`config.mk`:
```
export PLATFORM = sky130hd
export DESIGN_NAME = popc_dp_ctrl
export DESIGN_NICKNAME = d
export VERILOG_FILES = /design/src/rtl/popc_pkg.sv /design/src/rtl/popc_regfile.sv /design/src/rtl/popc_alu.sv /design/src/rtl/popc_shifter.sv /design/src/rtl/popc_fsm.sv /design/src/rtl/popc_dp_ctrl.sv
export SDC_FILE = /design/constraint.sdc
export NUM_CORES = 1
export LEC_CHECK = 0
export CAP_MARGIN = 5
export CORE_MARGIN = 2
export CORE_UTILIZATION = 64
export CTS_CLUSTER_DIAMETER = 150
export DETAILED_ROUTE_END_ITERATION = 7
export PLACE_DENSITY = 0.85
export SLEW_MARGIN = 30
export SYNTH_ARGS = -nofsm -noshare
export SYNTH_HDL_FRONTEND = slang
export SYNTH_SLANG_ARGS = --single-unit
```
`constraint.sdc`:
```
create_clock -name clk_i -period 8.4 [get_ports clk_i]
set_input_delay 0.84 -clock clk_i [delete_from_list [all_inputs] [get_ports clk_i]]
set_output_delay 0.84 -clock clk_i [all_outputs]
set_load 0.005 [all_outputs]
```
`src/rtl/popc_pkg.sv`:
```
package popc_pkg;
  localparam int unsigned AW    = 3;
  localparam int unsigned NREGS = 1 << AW;

  localparam logic [AW-1:0] R_DATA = 3'd1;
  localparam logic [AW-1:0] R_MASK = 3'd2;
  localparam logic [AW-1:0] R_CNT  = 3'd3;
  localparam logic [AW-1:0] R_TMP  = 3'd4;

  typedef enum logic [2:0] {
    S_IDLE  = 3'd0,
    S_LOAD  = 3'd1,
    S_CLR   = 3'd2,
    S_MASK  = 3'd3,
    S_AND   = 3'd4,
    S_ACC   = 3'd5,
    S_SHIFT = 3'd6,
    S_DONE  = 3'd7
  } state_e;

  typedef enum logic [2:0] {
    ALU_NOT_A = 3'd0,
    ALU_AND   = 3'd1,
    ALU_XOR   = 3'd2,
    ALU_OR    = 3'd3,
    ALU_DEC   = 3'd4,
    ALU_ADD   = 3'd5,
    ALU_SUB   = 3'd6,
    ALU_INC   = 3'd7
  } alu_op_e;

  typedef enum logic [2:0] {
    SH_PASS  = 3'd0,
    SH_PASS1 = 3'd1,
    SH_RSV2  = 3'd2,
    SH_RSV3  = 3'd3,
    SH_SHL   = 3'd4,
    SH_ROL   = 3'd5,
    SH_SHR   = 3'd6,
    SH_ROR   = 3'd7
  } sh_op_e;

  typedef struct packed {
    logic          in_sel;
    logic          wr_en;
    logic [AW-1:0] wr_addr;
    logic          rd_a_en;
    logic [AW-1:0] rd_a_addr;
    logic          rd_b_en;
    logic [AW-1:0] rd_b_addr;
    alu_op_e       alu_op;
    sh_op_e        sh_op;
    logic          out_en;
  } ctrl_word_t;
endpackage

```
`src/rtl/popc_regfile.sv`:
```
module popc_regfile
  import popc_pkg::*;
#(
  parameter int unsigned DW = 8
) (
  input  logic          clk_i,
  input  logic          rst_ni,
  input  logic          we_i,
  input  logic [AW-1:0] wa_i,
  input  logic [DW-1:0] wd_i,
  input  logic          rea_i,
  input  logic [AW-1:0] raa_i,
  input  logic          reb_i,
  input  logic [AW-1:0] rab_i,
  output logic [DW-1:0] rda_o,
  output logic [DW-1:0] rdb_o
);
  logic [DW-1:0] mem_q [NREGS];

  for (genvar i = 0; i < NREGS; i++) begin : g_reg
    always_ff @(posedge clk_i or negedge rst_ni) begin
      if (!rst_ni)                                 mem_q[i] <= '0;
      else if (we_i && wa_i == AW'(i))             mem_q[i] <= wd_i;
    end
  end

  // a disabled read port drives zero onto its bus
  assign rda_o = rea_i ? mem_q[raa_i] : '0;
  assign rdb_o = reb_i ? mem_q[rab_i] : '0;
endmodule

```
`src/rtl/popc_alu.sv`:
```
module popc_alu
  import popc_pkg::*;
#(
  parameter int unsigned DW = 8
) (
  input  alu_op_e       op_i,
  input  logic [DW-1:0] a_i,
  input  logic [DW-1:0] b_i,
  output logic [DW-1:0] y_o
);
  always_comb begin
    unique case (op_i)
      ALU_NOT_A: y_o = ~a_i;
      ALU_AND:   y_o = a_i & b_i;
      ALU_XOR:   y_o = a_i ^ b_i;
      ALU_OR:    y_o = a_i | b_i;
      ALU_DEC:   y_o = a_i - DW'(1);
      ALU_ADD:   y_o = a_i + b_i;
      ALU_SUB:   y_o = a_i - b_i;
      ALU_INC:   y_o = a_i + DW'(1);
      default:   y_o = a_i;
    endcase
  end
endmodule

```
`src/rtl/popc_shifter.sv`:
```
module popc_shifter
  import popc_pkg::*;
#(
  parameter int unsigned DW = 8
) (
  input  sh_op_e        op_i,
  input  logic [DW-1:0] d_i,
  output logic [DW-1:0] y_o
);
  always_comb begin
    unique case (op_i)
      SH_SHL:  y_o = {d_i[DW-2:0], 1'b0};
      SH_ROL:  y_o = {d_i[DW-2:0], d_i[DW-1]};
      SH_SHR:  y_o = {1'b0, d_i[DW-1:1]};
      SH_ROR:  y_o = {d_i[0], d_i[DW-1:1]};
      default: y_o = d_i;
    endcase
  end
endmodule

```
`src/rtl/popc_fsm.sv`:
```
module popc_fsm
  import popc_pkg::*;
(
  input  logic       clk_i,
  input  logic       rst_ni,
  input  logic       start_i,
  input  logic       zero_i,
  output state_e     state_o,
  output ctrl_word_t cw_o,
  output logic       done_o
);
  state_e state_q, state_d;

  always_ff @(posedge clk_i or negedge rst_ni) begin
    if (!rst_ni) state_q <= S_IDLE;
    else         state_q <= state_d;
  end

  always_comb begin
    unique case (state_q)
      S_IDLE:  state_d = start_i ? S_LOAD : S_IDLE;
      S_SHIFT: state_d = zero_i ? S_DONE : S_AND;
      S_DONE:  state_d = S_IDLE;
      default: state_d = state_e'(state_q + 3'd1);
    endcase
  end

  always_comb begin
    cw_o        = '0;
    cw_o.alu_op = ALU_ADD;
    cw_o.sh_op  = SH_PASS;
    unique case (state_q)
      S_LOAD: begin
        cw_o.in_sel  = 1'b1;
        cw_o.wr_en   = 1'b1;
        cw_o.wr_addr = R_DATA;
      end
      S_CLR: begin
        cw_o.wr_en   = 1'b1;
        cw_o.wr_addr = R_CNT;
      end
      S_MASK: begin
        cw_o.wr_en   = 1'b1;
        cw_o.wr_addr = R_MASK;
        cw_o.alu_op  = ALU_INC;
      end
      S_AND: begin
        cw_o.wr_en     = 1'b1;
        cw_o.wr_addr   = R_TMP;
        cw_o.rd_a_en   = 1'b1;
        cw_o.rd_a_addr = R_DATA;
        cw_o.rd_b_en   = 1'b1;
        cw_o.rd_b_addr = R_MASK;
        cw_o.alu_op    = ALU_AND;
      end
      S_ACC: begin
        cw_o.wr_en     = 1'b1;
        cw_o.wr_addr   = R_CNT;
        cw_o.rd_a_en   = 1'b1;
        cw_o.rd_a_addr = R_CNT;
        cw_o.rd_b_en   = 1'b1;
        cw_o.rd_b_addr = R_TMP;
      end
      S_SHIFT: begin
        cw_o.wr_en     = 1'b1;
        cw_o.wr_addr   = R_DATA;
        cw_o.rd_a_en   = 1'b1;
        cw_o.rd_a_addr = R_DATA;
        cw_o.sh_op     = SH_SHR;
      end
      S_DONE: begin
        cw_o.rd_a_en   = 1'b1;
        cw_o.rd_a_addr = R_CNT;
        cw_o.out_en    = 1'b1;
      end
      default: ;
    endcase
  end

  assign state_o = state_q;
  assign done_o  = (state_q == S_DONE);
endmodule

```
`src/rtl/popc_dp_ctrl.sv`:
```
module popc_dp_ctrl
  import popc_pkg::*;
#(
  parameter int unsigned DW = 8
) (
  input  logic          clk_i,
  input  logic          rst_ni,
  input  logic          start_i,
  input  logic [DW-1:0] data_i,
  output logic [DW-1:0] count_o,
  output logic          done_o
);
  ctrl_word_t    cw;
  state_e        state;
  logic [DW-1:0] bus_a, bus_b, alu_y, res_y, wr_d;
  logic          res_zero;

  popc_fsm u_fsm (
    .clk_i   (clk_i),
    .rst_ni  (rst_ni),
    .start_i (start_i),
    .zero_i  (res_zero),
    .state_o (state),
    .cw_o    (cw),
    .done_o  (done_o)
  );

  popc_regfile #(.DW(DW)) u_rf (
    .clk_i  (clk_i),
    .rst_ni (rst_ni),
    .we_i   (cw.wr_en),
    .wa_i   (cw.wr_addr),
    .wd_i   (wr_d),
    .rea_i  (cw.rd_a_en),
    .raa_i  (cw.rd_a_addr),
    .reb_i  (cw.rd_b_en),
    .rab_i  (cw.rd_b_addr),
    .rda_o  (bus_a),
    .rdb_o  (bus_b)
  );

  popc_alu #(.DW(DW)) u_alu (
    .op_i (cw.alu_op),
    .a_i  (bus_a),
    .b_i  (bus_b),
    .y_o  (alu_y)
  );

  popc_shifter #(.DW(DW)) u_sh (
    .op_i (cw.sh_op),
    .d_i  (alu_y),
    .y_o  (res_y)
  );

  assign wr_d     = cw.in_sel ? data_i : res_y;
  // loop exit looks at the shifted word being written back
  assign res_zero = (res_y == '0);
  assign count_o  = cw.out_en ? res_y : '0;
endmodule

```
==> flow_metrics.env <==
export IMPL_grt_pass1_vias=2717
export IMPL_status="complete, no violations"
export IMPL_routedWlPerCell_um=21.1
export IMPL_synth_async_reset_ratio=1.00
export IMPL_stdcell_count=426
export IMPL_cts_htree_levels=2
export IMPL_dr_first_iter_drc_count=330
export IMPL_insertion_delay_ps=320
export IMPL_path_buf_inv=3
export IMPL_clockPowerShare=0.149
export IMPL_ys_flop_type="dfrtp_1"
export IMPL_setup_tns_ps=0
export IMPL_synth_top_cells_by_area="dfrtp_1 39%, mux2_2 6.1%, ha_1 4.9%"
export IMPL_die_width_um=76.0
export IMPL_cts_inserted_buffers=5
export IMPL_required_ps=7560
export IMPL_yosysSeqAreaShare=0.385
export IMPL_path_delay_family="simple AND/OR/NAND/NOR gates"
export IMPL_synth_fp_nets=379
export IMPL_ys_types=57
export IMPL_maxCapViolCount=0
export IMPL_crit_type="reg2out"
export IMPL_area_delta_synth_final_pct=9.37
export IMPL_max_freq_ghz=0.160
export IMPL_slew_headroom=0.371
export IMPL_p_sw_w=0.000669
export IMPL_clock_sinks=51
export IMPL_antenna_found_initial=0
export IMPL_port_buffers=19
export IMPL_synth_top_cell_area_share=0.385
export IMPL_comb_power_share=0.576
export IMPL_final_nets=380
export IMPL_fin_crit_ps=6260
export IMPL_place_congestion=0.979
export IMPL_floorplan_die_area_sq_um=5770
export IMPL_peakVddDrop_mv=0.207
export IMPL_cts_setup_buffers=0
export IMPL_drtPass1Iterations=5
export IMPL_hpwl_um=6540
export IMPL_synth_edf_count=0
export IMPL_chipHeight_um=76.0
export IMPL_leakage_nw=1.60
export IMPL_cp_start_kind="flip-flop"
export IMPL_holdBufCountCts=0
export IMPL_switching_share=0.465
export IMPL_cts_tree="built"
export IMPL_seq_area_sq_um=1280
export IMPL_rsz0062_at_grt="false"
export IMPL_yosysWarningCount=0
export IMPL_worst_pin_slew_ps=940
export IMPL_start_util=0.657
export IMPL_gr_total_overflow=0
export IMPL_vias_per_cell=6.74
export IMPL_track_usage=0.327
export IMPL_hold_violations=0
export IMPL_ant_nets=0
export IMPL_syn_cell_area_sq_um=3310
export IMPL_internal_power_w=0.000771
export IMPL_fin_worst_skew_ps=12.4
export IMPL_drc_errors=0
export IMPL_endpoint_kind="primary output"
export IMPL_cts_resized=0
export IMPL_min_path_type="reg2reg"
export IMPL_setup_viol=0
export IMPL_core_sq_um=5040
export IMPL_grt_max_degree=52
export IMPL_dp_cells=418
export IMPL_cp_max_fo=15
export IMPL_drv_slew=0
export IMPL_multi_input_area_sq_um=1870
export IMPL_grt_pass1_wl_um=14700
export IMPL_clk_pin_slew_worst_paths_ps=110
export IMPL_drive_above_1_share=0.104
export IMPL_post_route_period_util=0.746
export IMPL_synth_top_cell_by_area="dfrtp_1"
export IMPL_p_seq_frac=0.275
export IMPL_crit_chain="clkinv_1 > ha_1 > nand3b_1 > o2bb2ai_1 > o21ai_0 > nand3b_1 > ha_1 > inv_1 > fa_1 > nor2b_1 > o2111ai_1 > and3_1 > nor3_1 > and2_1 > nor3_1 > clkdlybuf4s50_1"
export IMPL_syn_area_per_cell_sq_um=9.36
export IMPL_wirelength_um=8980
export IMPL_cpMaxStageDelayCell="nor3_1"
export IMPL_pin_count=20
export IMPL_core_rowCount=26
export IMPL_root_buffer="clkbuf_8"
export IMPL_nFillCells=374
export IMPL_power_density_nw_per_um2=397
export IMPL_ys_seq_elements=51
export IMPL_diodes=0
export IMPL_netlist_instances=354
export IMPL_cp_arrival_ps=5420
export IMPL_max_stage_delay_ps=730
export IMPL_num_vias=2872
export IMPL_cts_buffer_depth=2
registers in the layout, indices dropped and copies added, names as in the netlist:
register / cells
u_rf.mem_q: 48
u_fsm.state_o: 3
per-stage QoR:
| stage | setup WS [ps] | utilization | cell area [sq um] | hold slack [ps] | power (W) |
|---|---|---|---|---|---|
| 2_1_floorplan | 3950 | - | 3310 | 425 | 0.000987 |
| 3_3_place_gp | 2620 | 0.690 | 3480 | 370 | 0.00118 |
| 3_5_place_dp | 2540 | 0.690 | 3480 | 369 | 0.00120 |
| 4_1_cts | 2160 | 0.718 | 3620 | 393 | 0.00142 |
| 5_1_grt | 1950 | 0.719 | 3620 | 401 | 0.00153 |
| 6_report | 2140 | 0.719 | 3620 | 393 | 0.00144 |
path summary, 6_finish.rpt:
check | startpoint | endpoint | slack [ps] | depth (start not counted)
setup / recovery | u_fsm.state_o[1]$_DFF_PN0_ | count_o[6] | 2140 | 16
hold / removal | u_rf.mem_q[60]$_DFFE_PN0P_ | u_rf.mem_q[60]$_DFFE_PN0P_ | 390 | 0
setup reg to reg | u_fsm.state_o[1]$_DFF_PN0_ | u_rf.mem_q[45]$_DFFE_PN0P_ | 3250 | 15
hold reg to reg | u_rf.mem_q[60]$_DFFE_PN0P_ | u_rf.mem_q[60]$_DFFE_PN0P_ | 390 | 0
max in group asynchronous | rst_ni | u_rf.mem_q[37]$_DFFE_PN0P_ | 7430 | 1
min in group asynchronous | rst_ni | u_rf.mem_q[48]$_DFFE_PN0P_ | 540 | 1
final cells by class:
| class | instances | share of cell area |
|---|---|---|
| multi-input cells | 263 | 0.516 |
| flip-flops and latches | 51 | 0.352 |
| repair buffers | 21 | 0.0559 |
| well taps | 70 | 0.0242 |
| clock inverters | 3 | 0.0197 |
| clock buffers | 5 | 0.0190 |
| inverters | 13 | 0.0135 |
cells in the mapped netlist, types with 3 or more instances:
cell      instances
nor4_1            3
o211a_1           3
nand3_1           4
o31ai_1           6
o211ai_1          3
nor2b_1          13
o32ai_1           3
ha_1             13
inv_1            11
buf_2             6
mux2_2           18
mux2i_1          15
and3_1            5
nor3b_1           3
a211oi_1         10
a21oi_1          18
nor3_1            6
clkbuf_1         18
nor2_1           23
nand2b_1          3
nand2_1          35
o21ai_0          23
a311oi_1          4
a21boi_0          5
o22a_1            4
a21o_1            4
and2_1            4
dfrtp_1          51
metal layers:
layer	part of all wire	vias up	wire length, um	track usage
met5	0	-	0	0
met4	0.035	0	315	0.124
met3	0.096	29	863	0.0488
met2	0.46	171	4110	0.496
met1	0.41	1377	3690	0.479
li1	-	1295	-	-
power by group through the flow:
stage	combinational, W	sequential (W)	clock, W
floorplan	0.000609	0.000378	0
global placement	0.000787	0.000394	0
detailed placement	0.000802	0.000400	0
CTS	0.000809	0.000394	0.000213
global route	0.000903	0.000405	0.000225
finish	0.000829	0.000396	0.000215
layout by cell type (no fill, tap or decap), drive strengths merged, types with 5 or more instances in the layout:
cell and instances:
clkbuf 5, ha 13, inv 12, a211oi 10, nor2b 13, clkdlybuf4s50 18
a21boi 5, a21oi 20, dfrtp 51, nor2 23, o21ai 23, nand2 35
mux2i 15, mux2 18, and3 5, nor3 6, o31ai 6
kinds of logic after synthesis:
kind of cell / after synthesis / synth area share
and+or+nand+nor: 110 / 0.166
muxes: 34 / 0.113
buffers and inverters: 40 / 0.0521
adders and majority gates: 14 / 0.0551
DFF: 51 / 0.385
AOI/OAI and AO/OA: 105 / 0.228
Power figures use the tool's default switching activity.
